**src/rtl/tmr_rb_pkg.sv**
```systemverilog
package tmr_rb_pkg;
  localparam int BYTE_W = 8;
  localparam int CNT_W  = 2 * BYTE_W;

  typedef enum logic [1:0] {
    ACC_NONE = 2'b00,
    ACC_LO   = 2'b01,
    ACC_HI   = 2'b10,
    ACC_WORD = 2'b11
  } acc_mode_t;

  // Byte of a 16-bit count that a read returns in a given mode and pointer state
  function automatic logic [BYTE_W-1:0] pick_byte(logic [CNT_W-1:0] v, acc_mode_t m,
                                                  logic hi_next);
    logic use_hi;
    use_hi = (m == ACC_HI) || ((m == ACC_WORD) && hi_next);
    return use_hi ? v[CNT_W-1:BYTE_W] : v[BYTE_W-1:0];
  endfunction

  // True when a count read in this state consumes the last byte of the count
  function automatic logic last_byte(acc_mode_t m, logic hi_next);
    return (m != ACC_WORD) || hi_next;
  endfunction
endpackage

```
**src/rtl/tmr_rb_hold.sv**
```systemverilog
module tmr_rb_hold #(
  parameter int W = 8
) (
  input  logic         clk,
  input  logic         rst_n,
  input  logic         clr,
  input  logic         pop,
  input  logic         cap,
  input  logic [W-1:0] d_in,
  output logic         held,
  output logic [W-1:0] q
);
  logic held_after_pop;
  logic take;

  assign held_after_pop = held & ~pop;
  assign take           = cap & ~held_after_pop;

  always_ff @(posedge clk or negedge rst_n) begin
    if (!rst_n) begin
      held <= 1'b0;
      q    <= '0;
    end else if (clr) begin
      held <= 1'b0;
    end else begin
      held <= held_after_pop | take;
      if (take) q <= d_in;
    end
  end

  // R3 for the count slot and R4 for the status slot: a repeat capture is dropped
  assert_drop_repeat_R3: assert property (@(posedge clk) disable iff (!rst_n)
    (cap && held && !pop && !clr) |=> (held && $stable(q)));

  assert_clear_on_mode_R9: assert property (@(posedge clk) disable iff (!rst_n)
    clr |=> !held);
endmodule

```
**src/rtl/tmr_rb_read_seq.sv**
```systemverilog
module tmr_rb_read_seq
  import tmr_rb_pkg::*;
#(
  parameter int BW = BYTE_W,
  parameter int CW = CNT_W
) (
  input  logic          clk,
  input  logic          rst_n,
  input  logic          mode_wr,
  input  logic [1:0]    mode_sel,
  input  logic          rd,
  input  logic          st_held,
  input  logic [BW-1:0] st_q,
  input  logic          cnt_held,
  input  logic [CW-1:0] cnt_q,
  input  logic [CW-1:0] live_count,
  output logic          mode_load,
  output logic          st_pop,
  output logic          cnt_pop,
  output logic          cnt_read,
  output acc_mode_t     mode_q,
  output logic          ptr_hi,
  output logic [BW-1:0] rd_data
);
  logic          rd_go;
  logic [BW-1:0] byte_out;

  assign mode_load = mode_wr && (mode_sel != ACC_NONE);
  assign rd_go     = rd && !mode_load;
  assign st_pop    = rd_go && st_held;
  assign cnt_read  = rd_go && !st_held;
  assign cnt_pop   = cnt_read && cnt_held && last_byte(mode_q, ptr_hi);
  assign byte_out  = st_held ? st_q
                             : pick_byte(cnt_held ? cnt_q : live_count, mode_q, ptr_hi);

  always_ff @(posedge clk or negedge rst_n) begin
    if (!rst_n) begin
      mode_q  <= ACC_WORD;
      ptr_hi  <= 1'b0;
      rd_data <= '0;
    end else begin
      if (mode_load) begin
        mode_q <= acc_mode_t'(mode_sel);
        ptr_hi <= 1'b0;
      end else if (cnt_read && (mode_q == ACC_WORD)) begin
        ptr_hi <= ~ptr_hi;
      end
      if (rd_go) rd_data <= byte_out;
    end
  end

  assert_status_first_R5: assert property (@(posedge clk) disable iff (!rst_n)
    (rd && !mode_load && st_held) |=> (rd_data == $past(st_q)));

  assert_ptr_cleared_R9: assert property (@(posedge clk) disable iff (!rst_n)
    mode_load |=> !ptr_hi);

  assert_data_stable_R10: assert property (@(posedge clk) disable iff (!rst_n)
    !rd_go |=> $stable(rd_data));
endmodule

```
**src/rtl/tmr_rb_top.sv**
```systemverilog
module tmr_rb_top
  import tmr_rb_pkg::*;
(
  input  logic              clk,
  input  logic              rst_n,
  input  logic [CNT_W-1:0]  live_count,
  input  logic [BYTE_W-1:0] status_in,
  input  logic              mode_wr,
  input  logic [1:0]        mode_sel,
  input  logic              cap_count,
  input  logic              cap_status,
  input  logic              rd,
  output logic [BYTE_W-1:0] rd_data
);
  logic              mode_load;
  logic              st_pop;
  logic              cnt_pop;
  logic              cnt_read;
  logic              st_held;
  logic              cnt_held;
  logic [BYTE_W-1:0] st_q;
  logic [CNT_W-1:0]  cnt_q;
  acc_mode_t         mode_q;
  logic              ptr_hi;

  tmr_rb_hold #(.W(BYTE_W)) u_status (
    .clk(clk), .rst_n(rst_n), .clr(mode_load), .pop(st_pop), .cap(cap_status),
    .d_in(status_in), .held(st_held), .q(st_q)
  );

  tmr_rb_hold #(.W(CNT_W)) u_count (
    .clk(clk), .rst_n(rst_n), .clr(mode_load), .pop(cnt_pop), .cap(cap_count),
    .d_in(live_count), .held(cnt_held), .q(cnt_q)
  );

  tmr_rb_read_seq #(.BW(BYTE_W), .CW(CNT_W)) u_seq (
    .clk(clk), .rst_n(rst_n), .mode_wr(mode_wr), .mode_sel(mode_sel), .rd(rd),
    .st_held(st_held), .st_q(st_q), .cnt_held(cnt_held), .cnt_q(cnt_q),
    .live_count(live_count), .mode_load(mode_load), .st_pop(st_pop),
    .cnt_pop(cnt_pop), .cnt_read(cnt_read), .mode_q(mode_q), .ptr_hi(ptr_hi),
    .rd_data(rd_data)
  );

  assert_single_read_frees_R6: assert property (@(posedge clk) disable iff (!rst_n)
    (cnt_read && cnt_held && (mode_q != ACC_WORD) && !cap_count) |=> !cnt_held);

  assert_word_low_first_R7: assert property (@(posedge clk) disable iff (!rst_n)
    (cnt_read && cnt_held && (mode_q == ACC_WORD) && !ptr_hi) |=> (cnt_held && ptr_hi));

  assert_both_capture_R2: assert property (@(posedge clk) disable iff (!rst_n)
    (cap_count && cap_status && !cnt_held && !st_held && !mode_load)
      |=> (cnt_held && st_held && (cnt_q == $past(live_count)) && (st_q == $past(status_in))));
endmodule

```
**config.mk**
```make
export PLATFORM = sky130hd
export DESIGN_NAME = tmr_rb_top
export DESIGN_NICKNAME = d
export VERILOG_FILES = /design/src/rtl/tmr_rb_pkg.sv /design/src/rtl/tmr_rb_hold.sv /design/src/rtl/tmr_rb_read_seq.sv /design/src/rtl/tmr_rb_top.sv
export SDC_FILE = /design/constraint.sdc
export NUM_CORES = 1
export LEC_CHECK = 0
export ABC_AREA = 0
export ABC_CLOCK_PERIOD_IN_PS = 1500
export CAP_MARGIN = 20
export CORE_MARGIN = 1
export CORE_UTILIZATION = 46
export DETAILED_ROUTE_END_ITERATION = 8
export PLACE_DENSITY_LB_ADDON = 0.1
export SLEW_MARGIN = 5
export SYNTH_ARGS = -nofsm -noshare
export SYNTH_HDL_FRONTEND = slang
export SYNTH_SLANG_ARGS = --single-unit
```
**constraint.sdc**
```tcl
create_clock -name clk -period 1.5 [get_ports clk]
set_input_delay 0.3 -clock clk [delete_from_list [all_inputs] [get_ports clk]]
set_output_delay 0.3 -clock clk [all_outputs]
set_load 0.05 [all_outputs]
```
* Yosys cells after proc, flatten, opt, wreduce, memory -nomap -nowiden
Cells that the tools add are included.
** Word-level totals
- Flip-flop bits (word level) :: 37
- Latch bits :: 0
- Bits in writable memories :: 0
- Memory bits (read-only) :: 0
- Memories :: 0
** Operators by class
- Add/sub/neg operators :: 0
- Multipliers :: 0
- Divide/modulo/power cells :: 0
- $lt $le $gt $ge :: 0
- Equal/unequal tests :: 3
- Shift operators :: 0
- Mux-type cells :: 7
- Bitwise logic cells :: 12
- Reductions and logical operators :: 16
** Operator list (count)
- 2-to-1 mux 16 bit :: 1
- 2-to-1 mux 8 bit :: 2
- logical AND 1 bit :: 8
- inverter 1 bit :: 6
- AND 1 bit :: 4
- equality test 2 bit (second input constant) :: 2
- 2-to-1 mux 1 bit :: 4
- AND reduction 2 bit :: 2
- nonzero test 2 bit :: 2
- logical NOT 1 bit :: 2
- logical OR 1 bit :: 2
- inequality test 2 bit (second input constant) :: 1
- bitwise OR 1 bit :: 2

* Depth between registers and ports, before layout
- Word-level depth :: 13
- Gate-level depth with buffers :: 6

* Hierarchy
A second synthesis with hierarchy kept.
** Unflattened totals
- Cell total of the unflattened synthesis :: 114
- Area total of the unflattened synthesis :: 1742.9 um2
** By module, submodules not included
- tmr_rb_read_seq :: times used 1, cells an instance 55, area each 726.9 um2, seq. area each 277.8 um2
- tmr_rb_hold at u_count :: times used 1, cells an instance 38, area each 660.6 um2, seq. area each 425.4 um2
- tmr_rb_hold at u_status :: times used 1, cells an instance 21, area each 355.3 um2, seq. area each 225.2 um2

* Worst setup path after synthesis
OpenSTA, ideal clock, no wires.
- Path type :: reg2reg
- Start :: register u_status.held
- End :: register u_count.q[10]
- Library setup time :: 125 ps
- Data arrival time :: 1410 ps
- Setup slack :: -35 ps
- Cell stages (with the launch flop) :: 7
- Path buffers :: 2
- Clock period less this slack :: 1535 ps
- Path through :: dfrtp_1 buf_6 nor2b_2 o21ai_2 a21oi_4 buf_12 mux2_4
** On the way
- Cells in the longest elaborated chain, start to end :: 9
** Ends and longest elaborated chain
- start, declared :: RTL line tmr_rb_hold.sv:10 : output logic held,
- start signal, assigned :: RTL line tmr_rb_hold.sv:26 : held <= held_after_pop | take;
- logical NOT 1 bit :: RTL line tmr_rb_read_seq.sv:31 : assign cnt_read = rd_go && !st_held;
- logical AND 1 bit :: RTL line tmr_rb_read_seq.sv:31
- logical AND 1 bit (2 in series) :: RTL line tmr_rb_read_seq.sv:32 : assign cnt_pop = cnt_read && cnt_held && last_byte(mode_q, ptr_hi);
- inverter 1 bit :: RTL line tmr_rb_hold.sv:16 : assign held_after_pop = held & ~pop;
- AND 1 bit :: RTL line tmr_rb_hold.sv:16
- inverter 1 bit :: RTL line tmr_rb_hold.sv:17 : assign take = cap & ~held_after_pop;
- AND 1 bit :: RTL line tmr_rb_hold.sv:17
- AND reduction 2 bit (no source line)
- end signal, assigned :: RTL line tmr_rb_hold.sv:27 : if (take) q <= d_in;
- end, declared :: RTL line tmr_rb_hold.sv:11 : output logic [W-1:0] q
No other way between the ends.
A chain may end at the register's enable or synchronous reset.

* Worst setup path in the final report
- Start :: register u_seq.mode_q[0]
- End :: register u_seq.rd_data[6]
** On the way
- Cells in the longest elaborated chain, start to end :: 5
** Ends and longest elaborated chain
- start, declared :: RTL line tmr_rb_read_seq.sv:21 : output acc_mode_t mode_q,
- start signal, assigned :: RTL line tmr_rb_read_seq.sv:43 : mode_q <= acc_mode_t'(mode_sel);
- equality test 2 bit :: RTL line tmr_rb_pkg.sv:16 : use_hi = (m == ACC_HI) || ((m == ACC_WORD) && hi_next);
- logical AND 1 bit :: RTL line tmr_rb_pkg.sv:16
- logical OR 1 bit * :: RTL line tmr_rb_pkg.sv:16
- 2-to-1 mux 8 bit * :: RTL line tmr_rb_pkg.sv:17 : return use_hi ? v[CNT_W-1:BYTE_W] : v[BYTE_W-1:0];
- 2-to-1 mux 8 bit * :: RTL line tmr_rb_read_seq.sv:33 : assign byte_out = st_held ? st_q
- end signal, assigned :: RTL line tmr_rb_read_seq.sv:48 : if (rd_go) rd_data <= byte_out;
- end, declared :: RTL line tmr_rb_read_seq.sv:23 : output logic [BW-1:0] rd_data
Every way passes the cells marked *; elsewhere a longest branch is shown, timed or not.

==> flow_summary.ini <==
[worst_setup_path]
regToRegSetupSlack_ns = 0.05
cp_slowest_cell = dfstp_2
worst_ep_arrival_time_ns = 1.63
critPathCaptureType = register
cp-startpoint = u_seq.mode_q[0]
startpoint_type = register
critPathKind = register to register
critPathBufInv = 2
critPathTopFamily = flip-flops
rr_worst_depth = 6
cpPeakStageDelay_ns = 0.55
crit_chain = buf_4 -> nand2b_4 -> buf_6 -> a221oi_1 -> a211o_1 -> a21oi_1
crit_fanout = 5
regToRegStartpoint = u_seq.mode_q[0]
reg2reg_to = u_seq.rd_data[6]
required_ns = 1.68

[clock_tree]
insertion_delay_ns = 0.29
cts_tree = built
clock_path_buffers = 2
root_buffer = clkbuf_8
htreeDepth = 2
clkSlewWorstSetupHoldPaths_ns = 0.08
clock_sinks = 37
numCtsBuffers = 5

[grt]
grt_max_degree = 38
grt_overflow = 0
grt.total_usage = 0.209
grt_pass1_vias = 1424
grt_pass1_wl_um = 6760
antenna_found_initial = 0

[floorplanning]
initial_core_util = 0.479
core_um2 = 3970
top_level_ports = 40
die_x_um = 66.3
num_rows = 23
dieHeight_um = 66.3
die_area_um2 = 4400

[detailed_routing]
drc = 0
drt_iter0_drc = 94
vias = 1356
ant_nets = 0
viasPerCell = 5.26
wl_um = 4250
first_pass_iters = 4
routedWlPerCell_um = 16.5

[pwr]
leakagePower_uw = 0.00119
power_uw = 3390
powerDensity_nw_per_um2 = 1240
peakVddDrop_mv = 0.812

[job]
cap_violations = 0

[timing]
maxSlewHeadroom = 0.816
finClkSkew_ns = 0.00672
finalHoldViolCount = 0
drv_slew = 0
finalCritPeriodShare = 0.967
worstMarginPinSlew_ns = 0.276
rsz0062_at_grt = true
fin_ws_ns = 0.0497
setup_viol = 0
fin_crit_ns = 1.45
fmax_mhz = 690

[finish]
area_growth_pct = 43.8
fin_nets = 239
fin_area_um2 = 2740
finish.utilization = 0.689
n_antenna_cell = 0
drive_gt1_frac = 0.433
fin_cells = 258

[synth]
yosysSeqAreaShare = 0.488
synth.avg_cell_area_um2 = 12.6
ys.warnings.count = 0
synth.distinct_cells = 30
ys_ff_latch = 37
synth_area_um2 = 1900
synth_nets = 183
netlist_instances = 151

[placement]
place_hpwl_um = 2900
gp_congestion = 0.756
placed_area_um2 = 2490
dp.cells = 245
dp_slack_ns = -0.341
io_buffers = 39

[run_status]
outcome = finished clean

[worst_hold_path]
hold_class = input pin to asynchronous set/reset pin
layer usage:
metal / share of wire / vias up / track usage / wire [µm]
met1: 0.46 / 660 / 0.268 / 1940
met2: 0.50 / 30 / 0.343 / 2120
li1: - / 659 / - / -
met3: 0.029 / 7 / 0.0414 / 125
met5: 0 / - / 0 / 0
met4: 0.014 / 0 / 0.0798 / 61
state kept, by name (all words and copies together), names as in the netlist:
| register | flops |
|---|---|
| u_count.held | 1 |
| u_count.q | 16 |
| u_seq.mode_q | 2 |
| u_seq.ptr_hi | 1 |
| u_seq.rd_data | 8 |
| u_status.held | 1 |
| u_status.q | 8 |
worst register-to-register path: cells and delay by family (launching register included):
kind,cells,cell delay [ns]
AO/OA/AOI/OAI,3,0.47
buffers and inverters,2,0.26
AND/OR/NAND/NOR,1,0.06
flip-flops,1,0.55
worst max-delay path by stage:
stage          slack (ns)  depth (start not counted)                to
2_1_floorplan        0.01                          6     u_count.q[10]
6_report             0.05                          6  u_seq.rd_data[6]
4_1_cts             -0.03                          6     u_count.q[12]
3_5_place_dp        -0.34                          6      u_count.q[3]
5_1_grt            -0.005                          5      u_count.q[2]
3_3_place_gp        -0.31                          6      u_count.q[1]
cell usage after synthesis:
| master | instances | area share |
|---|---|---|
| nor2b_1 | 9 | 0.030 |
| buf_6 | 5 | 0.030 |
| mux2_2 | 14 | 0.083 |
| a221oi_1 | 8 | 0.037 |
| nor2_1 | 8 | 0.016 |
| and2_4 | 1 | 0.0046 |
| buf_12 | 1 | 0.011 |
| nand3b_1 | 1 | 0.0039 |
| a21oi_4 | 1 | 0.0086 |
| xnor2_1 | 1 | 0.0046 |
| a211o_1 | 2 | 0.0092 |
| clkbuf_1 | 2 | 0.0039 |
| o21ai_2 | 1 | 0.0046 |
| dfstp_2 | 2 | 0.028 |
| nand3_1 | 1 | 0.0026 |
| o21a_1 | 1 | 0.0039 |
| a211o_2 | 6 | 0.032 |
| mux2i_1 | 8 | 0.042 |
| buf_4 | 1 | 0.0039 |
| a21o_1 | 1 | 0.0039 |
| a21oi_2 | 6 | 0.028 |
| o21ai_4 | 1 | 0.0086 |
| nand2b_1 | 1 | 0.0033 |
| dfrtp_1 | 35 | 0.46 |
| nor2b_2 | 1 | 0.0046 |
| buf_1 | 1 | 0.0020 |
| nand2_1 | 9 | 0.018 |
| mux2_4 | 10 | 0.079 |
| a21oi_1 | 10 | 0.026 |
| and2_1 | 3 | 0.0099 |
stage by stage:
stage                     setup TNS [ns]  hold WS [ns]
after global placement             -7.83         0.490
final                                  0         0.380
after global routing            -0.00717         0.391
after CTS                         -0.252         0.388
after detailed placement           -8.71         0.495
after floorplan                        0       0.00441
timing repair:
action,4_1_cts,5_1_grt
setup buffers,5,1
resized for setup,11,18
hold buffers,0,0
setup endpoints to repair,6,28
gates cloned,1,0
pin swaps,4,9
report_power, final:
part           internal (µW)  switching [µW]
Sequential              1200             153
Combinational            653             511
Clock                    497             375
Total                   2350            1040
logic make-up after synthesis:
kind of cell              after synthesis  share of synthesized area
DFF                                    37                      0.488
xor gates and xnor gates                1                    0.00461
AOI/OAI and AO/OA                      37                      0.161
muxes                                  32                      0.204
buffers and inverters                  10                     0.0500
and+or+nand+nor                        34                     0.0921
final cells by class:
cell class | instances | area, µm²
fill | 275 | 1240
clock inverter | 3 | 46.3
multi-input combinational | 104 | 963
sequential | 37 | 931
clock buffer | 5 | 68.8
tap | 50 | 62.6
timing repair buffer | 59 | 663
cell usage in the layout (no fill, tap or decap), types with 3 or more instances in the layout:
| cell type | synthesis | final |
|---|---|---|
| dfrtp_1 | 35 | 33 |
| clkdlybuf4s50_1 | 0 | 27 |
| mux2_4 | 10 | 16 |
| buf_4 | 1 | 14 |
| a21oi_1 | 10 | 10 |
| buf_12 | 1 | 10 |
| mux2_2 | 14 | 8 |
| nand2_1 | 9 | 8 |
| mux2i_1 | 8 | 8 |
| nor2b_1 | 9 | 8 |
| nor2_1 | 8 | 8 |
| a221oi_2 | 0 | 6 |
| a211o_2 | 6 | 6 |
| a21oi_2 | 6 | 6 |
| clkbuf_8 | 0 | 5 |
| dlygate4sd2_1 | 0 | 4 |
| and2_1 | 3 | 3 |
Power figures use the tool's default switching activity.
